### config.mk
export PLATFORM = sky130hd
export DESIGN_NAME = wide_reg_bridge
export DESIGN_NICKNAME = d
export VERILOG_FILES = /design/src/rtl/wrb_pkg.sv /design/src/rtl/wrb_decode.sv /design/src/rtl/wrb_hold.sv /design/src/rtl/wrb_regfile.sv /design/src/rtl/wide_reg_bridge.sv
export SDC_FILE = /design/constraint.sdc
export NUM_CORES = 1
export LEC_CHECK = 0
export BUFFER_PORTS_ARGS = -buffer_cell sky130_fd_sc_hd__buf_2
export CORE_UTILIZATION = 50
export CTS_CLUSTER_SIZE = 12
export DETAILED_ROUTE_END_ITERATION = 10
export GPL_TIMING_DRIVEN = 0
export HOLD_SLACK_MARGIN = 0.03
export PLACE_DENSITY_LB_ADDON = 0.15
export SLEW_MARGIN = 10
export SYNTH_ARGS = -nofsm -noshare
export SYNTH_HDL_FRONTEND = slang
export SYNTH_SLANG_ARGS = --single-unit
### constraint.sdc
create_clock -name clk -period 1.5 [get_ports clk]
set_input_delay 0.225 -clock clk [delete_from_list [all_inputs] [get_ports clk]]
set_output_delay 0.225 -clock clk [all_outputs]
set_load 0.005 [all_outputs]
### src/rtl/wrb_pkg.sv
package wrb_pkg;
    localparam int BYTE_W    = 8;
    localparam int WORD_W    = 2 * BYTE_W;
    localparam int IDX_W     = 2;
    localparam int ADDR_W    = IDX_W + 1;
    localparam int NUM_REGS  = 3;
    localparam int CTRL_IDX  = 0;
    localparam int CTRL_BITS = 3;

    typedef enum logic {
        HALF_UPPER = 1'b0,
        HALF_LOWER = 1'b1
    } half_e;

    typedef struct packed {
        logic              wr;
        logic              rd;
        half_e             half;
        logic [IDX_W-1:0]  idx;
        logic              valid;
        logic [BYTE_W-1:0] wdata;
    } bus_req_t;

    function automatic logic [WORD_W-1:0] reg_mask(input int which);
        logic [WORD_W-1:0] m;
        m = '1;
        if (which == CTRL_IDX) begin
            m = '0;
            for (int b = 0; b < CTRL_BITS; b++) m[b] = 1'b1;
        end
        return m;
    endfunction
endpackage

### src/rtl/wrb_decode.sv
module wrb_decode
    import wrb_pkg::*;
(
    input  logic [ADDR_W-1:0] addr,
    input  logic              wr,
    input  logic              rd,
    input  logic [BYTE_W-1:0] wdata,
    output bus_req_t          req
);
    always_comb begin
        req.wr    = wr;
        req.rd    = rd & ~wr;
        req.half  = half_e'(addr[0]);
        req.idx   = addr[ADDR_W-1:1];
        req.valid = ({1'b0, addr[ADDR_W-1:1]} < (IDX_W + 1)'(NUM_REGS));
        req.wdata = wdata;
    end
endmodule

### src/rtl/wrb_hold.sv
module wrb_hold
    import wrb_pkg::*;
(
    input  logic              clk,
    input  logic              rst,
    input  bus_req_t          req,
    input  logic [BYTE_W-1:0] live_low,
    output logic [BYTE_W-1:0] hold_q
);
    always_ff @(posedge clk) begin
        if (rst) begin
            hold_q <= '0;
        end else if (req.wr && req.half == HALF_UPPER) begin
            hold_q <= req.wdata;
        end else if (req.rd && req.half == HALF_UPPER) begin
            hold_q <= req.valid ? live_low : '0;
        end
    end
endmodule

### src/rtl/wrb_regfile.sv
module wrb_regfile
    import wrb_pkg::*;
(
    input  logic                             clk,
    input  logic                             rst,
    input  bus_req_t                         req,
    input  logic [BYTE_W-1:0]                hold_q,
    output logic [NUM_REGS-1:0][WORD_W-1:0]  regs_q
);
    for (genvar g = 0; g < NUM_REGS; g++) begin : g_reg
        localparam logic [WORD_W-1:0] MASK = reg_mask(g);
        logic commit;
        assign commit = req.wr && req.half == HALF_LOWER && req.valid
                        && req.idx == IDX_W'(g);
        always_ff @(posedge clk) begin
            if (rst) begin
                regs_q[g] <= '0;
            end else if (commit) begin
                regs_q[g] <= {hold_q, req.wdata} & MASK;
            end
        end
    end
endmodule

### src/rtl/wide_reg_bridge.sv
module wide_reg_bridge
    import wrb_pkg::*;
(
    input  logic              clk,
    input  logic              rst,
    input  logic [ADDR_W-1:0] bus_addr,
    input  logic              bus_wr,
    input  logic              bus_rd,
    input  logic [BYTE_W-1:0] bus_wdata,
    output logic [BYTE_W-1:0] bus_rdata,
    output logic [WORD_W-1:0] ctrl_word,
    output logic [WORD_W-1:0] data_a,
    output logic [WORD_W-1:0] data_b,
    output logic              ctrl_chan_a_en,
    output logic              ctrl_invert,
    output logic              ctrl_step_x2
);
    bus_req_t                        req;
    logic [BYTE_W-1:0]               hold_q;
    logic [NUM_REGS-1:0][WORD_W-1:0] regs_q;
    logic [WORD_W-1:0]               sel_word;

    wrb_decode u_decode (
        .addr  (bus_addr),
        .wr    (bus_wr),
        .rd    (bus_rd),
        .wdata (bus_wdata),
        .req   (req)
    );

    always_comb begin
        sel_word = '0;
        for (int i = 0; i < NUM_REGS; i++) begin
            if (req.idx == IDX_W'(i)) sel_word = regs_q[i];
        end
    end

    wrb_hold u_hold (
        .clk      (clk),
        .rst      (rst),
        .req      (req),
        .live_low (sel_word[BYTE_W-1:0]),
        .hold_q   (hold_q)
    );

    wrb_regfile u_regs (
        .clk    (clk),
        .rst    (rst),
        .req    (req),
        .hold_q (hold_q),
        .regs_q (regs_q)
    );

    always_ff @(posedge clk) begin
        if (rst) begin
            bus_rdata <= '0;
        end else if (req.rd) begin
            bus_rdata <= (req.half == HALF_UPPER) ? sel_word[WORD_W-1:BYTE_W] : hold_q;
        end else begin
            bus_rdata <= '0;
        end
    end

    assign ctrl_word      = regs_q[CTRL_IDX];
    assign data_a         = regs_q[1];
    assign data_b         = regs_q[2];
    assign ctrl_chan_a_en = ctrl_word[2];
    assign ctrl_invert    = ctrl_word[1];
    assign ctrl_step_x2   = ctrl_word[0];
endmodule

After elaboration in Yosys (flattened, before gate mapping)
Index checks and enable logic that the tools add are counted.

Flip-flop bits (word level): 51. Word-level logic and storage cells: 29.

Magnitude comparators: 1. Equality and inequality tests: 2. Mux-type cells: 7. Bitwise gates (word level): 4. Reduce and logical (&&, ||, !) cells: 10.

Operators with widths (number): 16-bit two-way mux (2); 8-bit two-way mux (4); 1-bit logical AND (7); 3-bit two-way mux (1); 1-bit inverter (3); 2-bit by 1-bit equality test with 1-bit output (second input constant) (1); 2-bit equality test (second input constant) (1); 2-bit zero test (1); 2-bit < comparator (second input constant) (1); 2-bit nonzero test (1); 2-bit OR reduction (1); 1-bit bitwise AND (1).

Logic depth before layout (Yosys ltp)
Depth in word-level cells: 7. Depth in mapped cells: 6. Gate-level depth less buffers: 3.

Modules after synthesis
Synthesis repeated with hierarchy kept, for this count alone.

Cells, all modules: 291. Area total of the unflattened synthesis: 2872.8 um^2.

By module, submodules not included: wrb_regfile (times used 1, cells each 151, area an instance 1575.3 um^2); wide_reg_bridge (times used 1, cells each 79, area an instance 733.2 um^2); wrb_hold (times used 1, cells each 47, area an instance 456.7 um^2); wrb_decode (times used 1, cells each 14, area an instance 107.6 um^2).

Worst setup path before layout
OpenSTA, ideal clock, no wires.

Kind: input -> register. Start point: input port bus_addr[2]. End point: register u_hold.hold_q[6]. Library setup time: 0.132 ns. Arrival time: 1.068 ns. Required time: 1.368 ns. Setup slack: 0.300 ns. Stages: 5. Buffers on the path: 2. Cell sequence: buf_4 > nor2b_2 > buf_4 > a221oi_1 > o32ai_1.

Cells in the longest elaborated chain, start to end: 6. Elaborated cells between the ends (all ways): 8. Classes of those cells: order compare: 1; eq/ne: 2; mux: 5.

Ends and longest elaborated chain: start, declared (line wide_reg_bridge.sv:6) `input logic [ADDR_W-1:0] bus_addr,`; 2-bit by 1-bit equality test with 1-bit output (line wide_reg_bridge.sv:34) `if (req.idx == IDX_W'(i)) sel_word = regs_q[i];`; 16-bit two-way mux (2 in series) (line wide_reg_bridge.sv:34); 8-bit two-way mux (*) (line wrb_hold.sv:16) `hold_q <= req.valid ? live_low : '0;`; 8-bit two-way mux (*) (line wrb_hold.sv:15) `end else if (req.rd && req.half == HALF_UPPER) begin`; 8-bit two-way mux (*) (line wrb_hold.sv:13) `end else if (req.wr && req.half == HALF_UPPER) begin`; end signal, assigned (line wrb_hold.sv:14) `hold_q <= req.wdata;`; end signal, assigned (line wrb_hold.sv:16); end, declared (line wrb_hold.sv:8) `output logic [BYTE_W-1:0] hold_q`.

Mark *: on every way between the ends. The rest lies on a longest branch, timed or not. The select of a mux whose other input is x is not followed. A chain may end at the register's enable or synchronous reset.

Worst setup path in the final report
Start point: register u_regs.regs_q[32] (netlist bit). End point: register u_hold.hold_q[0].

Cells in the longest elaborated chain, start to end: 4.

Ends and longest elaborated chain: start, declared (line wrb_regfile.sv:8) `output logic [NUM_REGS-1:0][WORD_W-1:0] regs_q`; start signal, assigned by index (line wrb_regfile.sv:19) `regs_q[g] <= {hold_q, req.wdata} & MASK;`; 16-bit two-way mux (line wide_reg_bridge.sv:34); 8-bit two-way mux (line wrb_hold.sv:16); 8-bit two-way mux (line wrb_hold.sv:15); 8-bit two-way mux (line wrb_hold.sv:13).

Every way passes these cells. The select of a mux whose other input is x is not followed.

==> results.md <==
- Critical path peak fanout: 3
- Leak: about 1.2 nW
- TritonRoute pass-1 iters: 4
- Critical path launch point type: flop
- Share of cells above drive strength 1: ~30%
- Total grt overflow: 0
- ANT nets after route: 0
- Max_slew headroom: 58.66%
- CP Data Arrival Time: 1.36 ns
- Routed len/inst: 14.25 um
- DP Wirelength: between 4 and 5 mm
- Area leader, netlist: dfxtp_1
- Area Overhead vs Synth: 22.55%
- Final Cycle Share: between 70% and 80%
- YS warnings: 0
- Final Hold Viols: 0
- RD Place Congestion: around 0.85
- Seq/Total Area, Yosys: ~45%
- Worst-path clk slew: 0.09 ns
- Final nets: 360
- Max Cap Violations: 0
- Post-cts resize count: 0
- Total number of vias: 2,139
- P per Cell Area: 964.1 nW/um^2
- Num rows: 24
- Clk_lat worst skew: 0.31 ns
- Finished Cell Area: ~2800 um^2
- Initial drt markers: 128
- Final WL: about 5.7 mm
- Flops & latches, synth: 51
- Slew @ Worst Pin: between 0.6 and 0.7 ns
- HP Class: in -> reg
- Cell area after synthesis: between 2000 and 2500 um^2
- DRC violations left: 0
- Die ar.: between 4000 and 5000 um^2
- Root Driver: clkbuf_8
- Crit end category: flop
- Fmax achieved: 883.6 MHz
- Vias per cell: 5.374
- Placed Area: 2670 um^2
- Port Buffer Count: 57
- Vias in the first global route: ~2,000
- Predominant post-synthesis flop cell: dfxtp_1
- Clk sink count: 51
- Top Ports: 74
- Final setup fails: 0
- Status: finished clean
- Yosys cell types: 27
- CTS tree: built
- Largest net degree at the start of global routing: 16
- First-pass GRT wire length: between 9 and 10 mm
- All-Layer GR Usage: around a quarter
- Fin Hold WS: 0.1693 ns
- CTS Buf Count: 5
- Setup Fix Bufs, Post-CTS: 0
- Post-Syn Instances: 269
- Critical Path RT: around 1.7 ns
- RSZ-0062 raised after global routing: no
- Avg Inst Size Synth: 8.456 um^2
- Max VDD drop: 0.5938 mV
- Hold-fix buffers at CTS: 0
- Clock Path Buffers: 2
- H-Tree Depth: 2
- Core area: between 4000 and 5000 um^2
- Starting Density: a little over half
- Die H: roughly 69 um
- Post-synth EDFFs: 0
- Max Slew Vio Count: 0
- Number of inserted diodes: 0
- Post-route minimum period: 1.132 ns
- Setup TNS: 0 ns
- Commonest cells in the netlist: 64 x nand2_1, 51 x dfxtp_1, 35 x a21oi_1
- Async SR Flop Fraction: 0%
- Worst Skew: slightly above 0.005 ns
- Largest cells by area after synthesis: dfxtp_1 45%, nand2_1 11%, buf_4 7.9%, a21oi_1 7.7%, a221oi_1 5.0%
- Initial antenna violation count: 0
- Critical path type: reg -> reg
- Top-area cell type share of the netlist area: 44.88%
- Most frequent cell after synthesis: nand2_1
- Die X: about 69 um
[layout by cell type (no fill, tap or decap)]
cell type and count:
and4b_1 2, nand3_1 3, buf_2 62, bufinv_16 1
nand2b_1 9, mux2i_1 6, o21ba_2 1, nor3_1 8
nor2b_4 1, a21oi_1 35, and4bb_2 1, clkbuf_8 6
o32ai_1 5, buf_4 24, nand2_1 64, or2_0 1
nand2b_4 1, nor2b_2 1, or3_1 3, a221oi_1 13
a311oi_1 3, clkinv_2 1, clkbuf_1 7, nor2b_1 9
buf_6 2, o21ai_0 5, dfxtp_1 51, nand4b_1 2
conb_1 13, nor2_1 6
[kinds of logic after synthesis]
kind of cell,Yosys count,synth area share (%)
buffers and inverters,38,11.17
multiplexers,6,2.640
other,1,0.1649
AO/OA/AOI/OAI,62,17.33
flip-flops,51,44.88
AND/OR/NAND/NOR,111,23.82
[power by group]
| group | internal (mW) | switching (mW) |
|---|---|---|
| registers | 1.38 | 0.0247 |
| clock network | 0.540 | 0.454 |
| logic | 0.128 | 0.159 |
[critical path, cell delays in order, from the launching register on]
cell and delay, ns:
dfxtp_1 0.38, mux2i_1 0.08, or3_1 0.32, a311oi_1 0.27
[worst paths after layout]
| path | startpoint | end | slack [ns] | cells after the start |
|---|---|---|---|---|
| setup / recovery | u_regs.regs_q[32] | u_hold.hold_q[0] | 0.37 | 3 |
| setup reg to reg | u_regs.regs_q[32] | u_hold.hold_q[0] | 0.37 | 3 |
| hold / removal | bus_wdata[7] | u_regs.regs_q[23] | 0.17 | 3 |
| hold reg to reg | u_regs.regs_q[28] | u_regs.regs_q[28] | 0.47 | 2 |
[final cells by class]
| type | instances | area [um^2] |
|---|---|---|
| fill | 406 | 1567 |
| multi-input combinational | 192 | 1045 |
| sequential | 51 | 1021 |
| timing repair buffer | 57 | 285.3 |
| buffer | 38 | 254.0 |
| clock buffer | 6 | 82.58 |
| tap | 52 | 65.06 |
| clock inverter | 2 | 35.03 |
[flip-flops by register name (all words and copies together) (netlist names)]
signal,flops
bus_rdata,8
u_hold.hold_q,8
u_regs.regs_q,35
[metal layers]
metal | share of wire (%) | wire length, um | vias up | global-route usage, %
met5 | 0 | 0 | - | 0
met4 | 1.9 | 107 | 0 | 7.710
met3 | 6.6 | 377 | 10 | 5.814
met2 | 48 | 2742 | 89 | 42.72
met1 | 43 | 2446 | 993 | 30.29
li1 | - | - | 1047 | -
[per-stage QoR]
step | power, mW | worst slack [ns] | cells | util (%)
after global placement | 1.717 | 0.1171 | 390 | 61.32
after detailed placement | 1.722 | 0.08547 | 390 | 61.32
after CTS | 2.688 | 0.3493 | 398 | 64.02
final | 2.687 | 0.3682 | 398 | 64.02
after floorplan | 1.629 | 0.2996 | 281 | -
after global routing | 2.773 | 0.2817 | 398 | 64.02
Power figures use the tool's default switching activity.
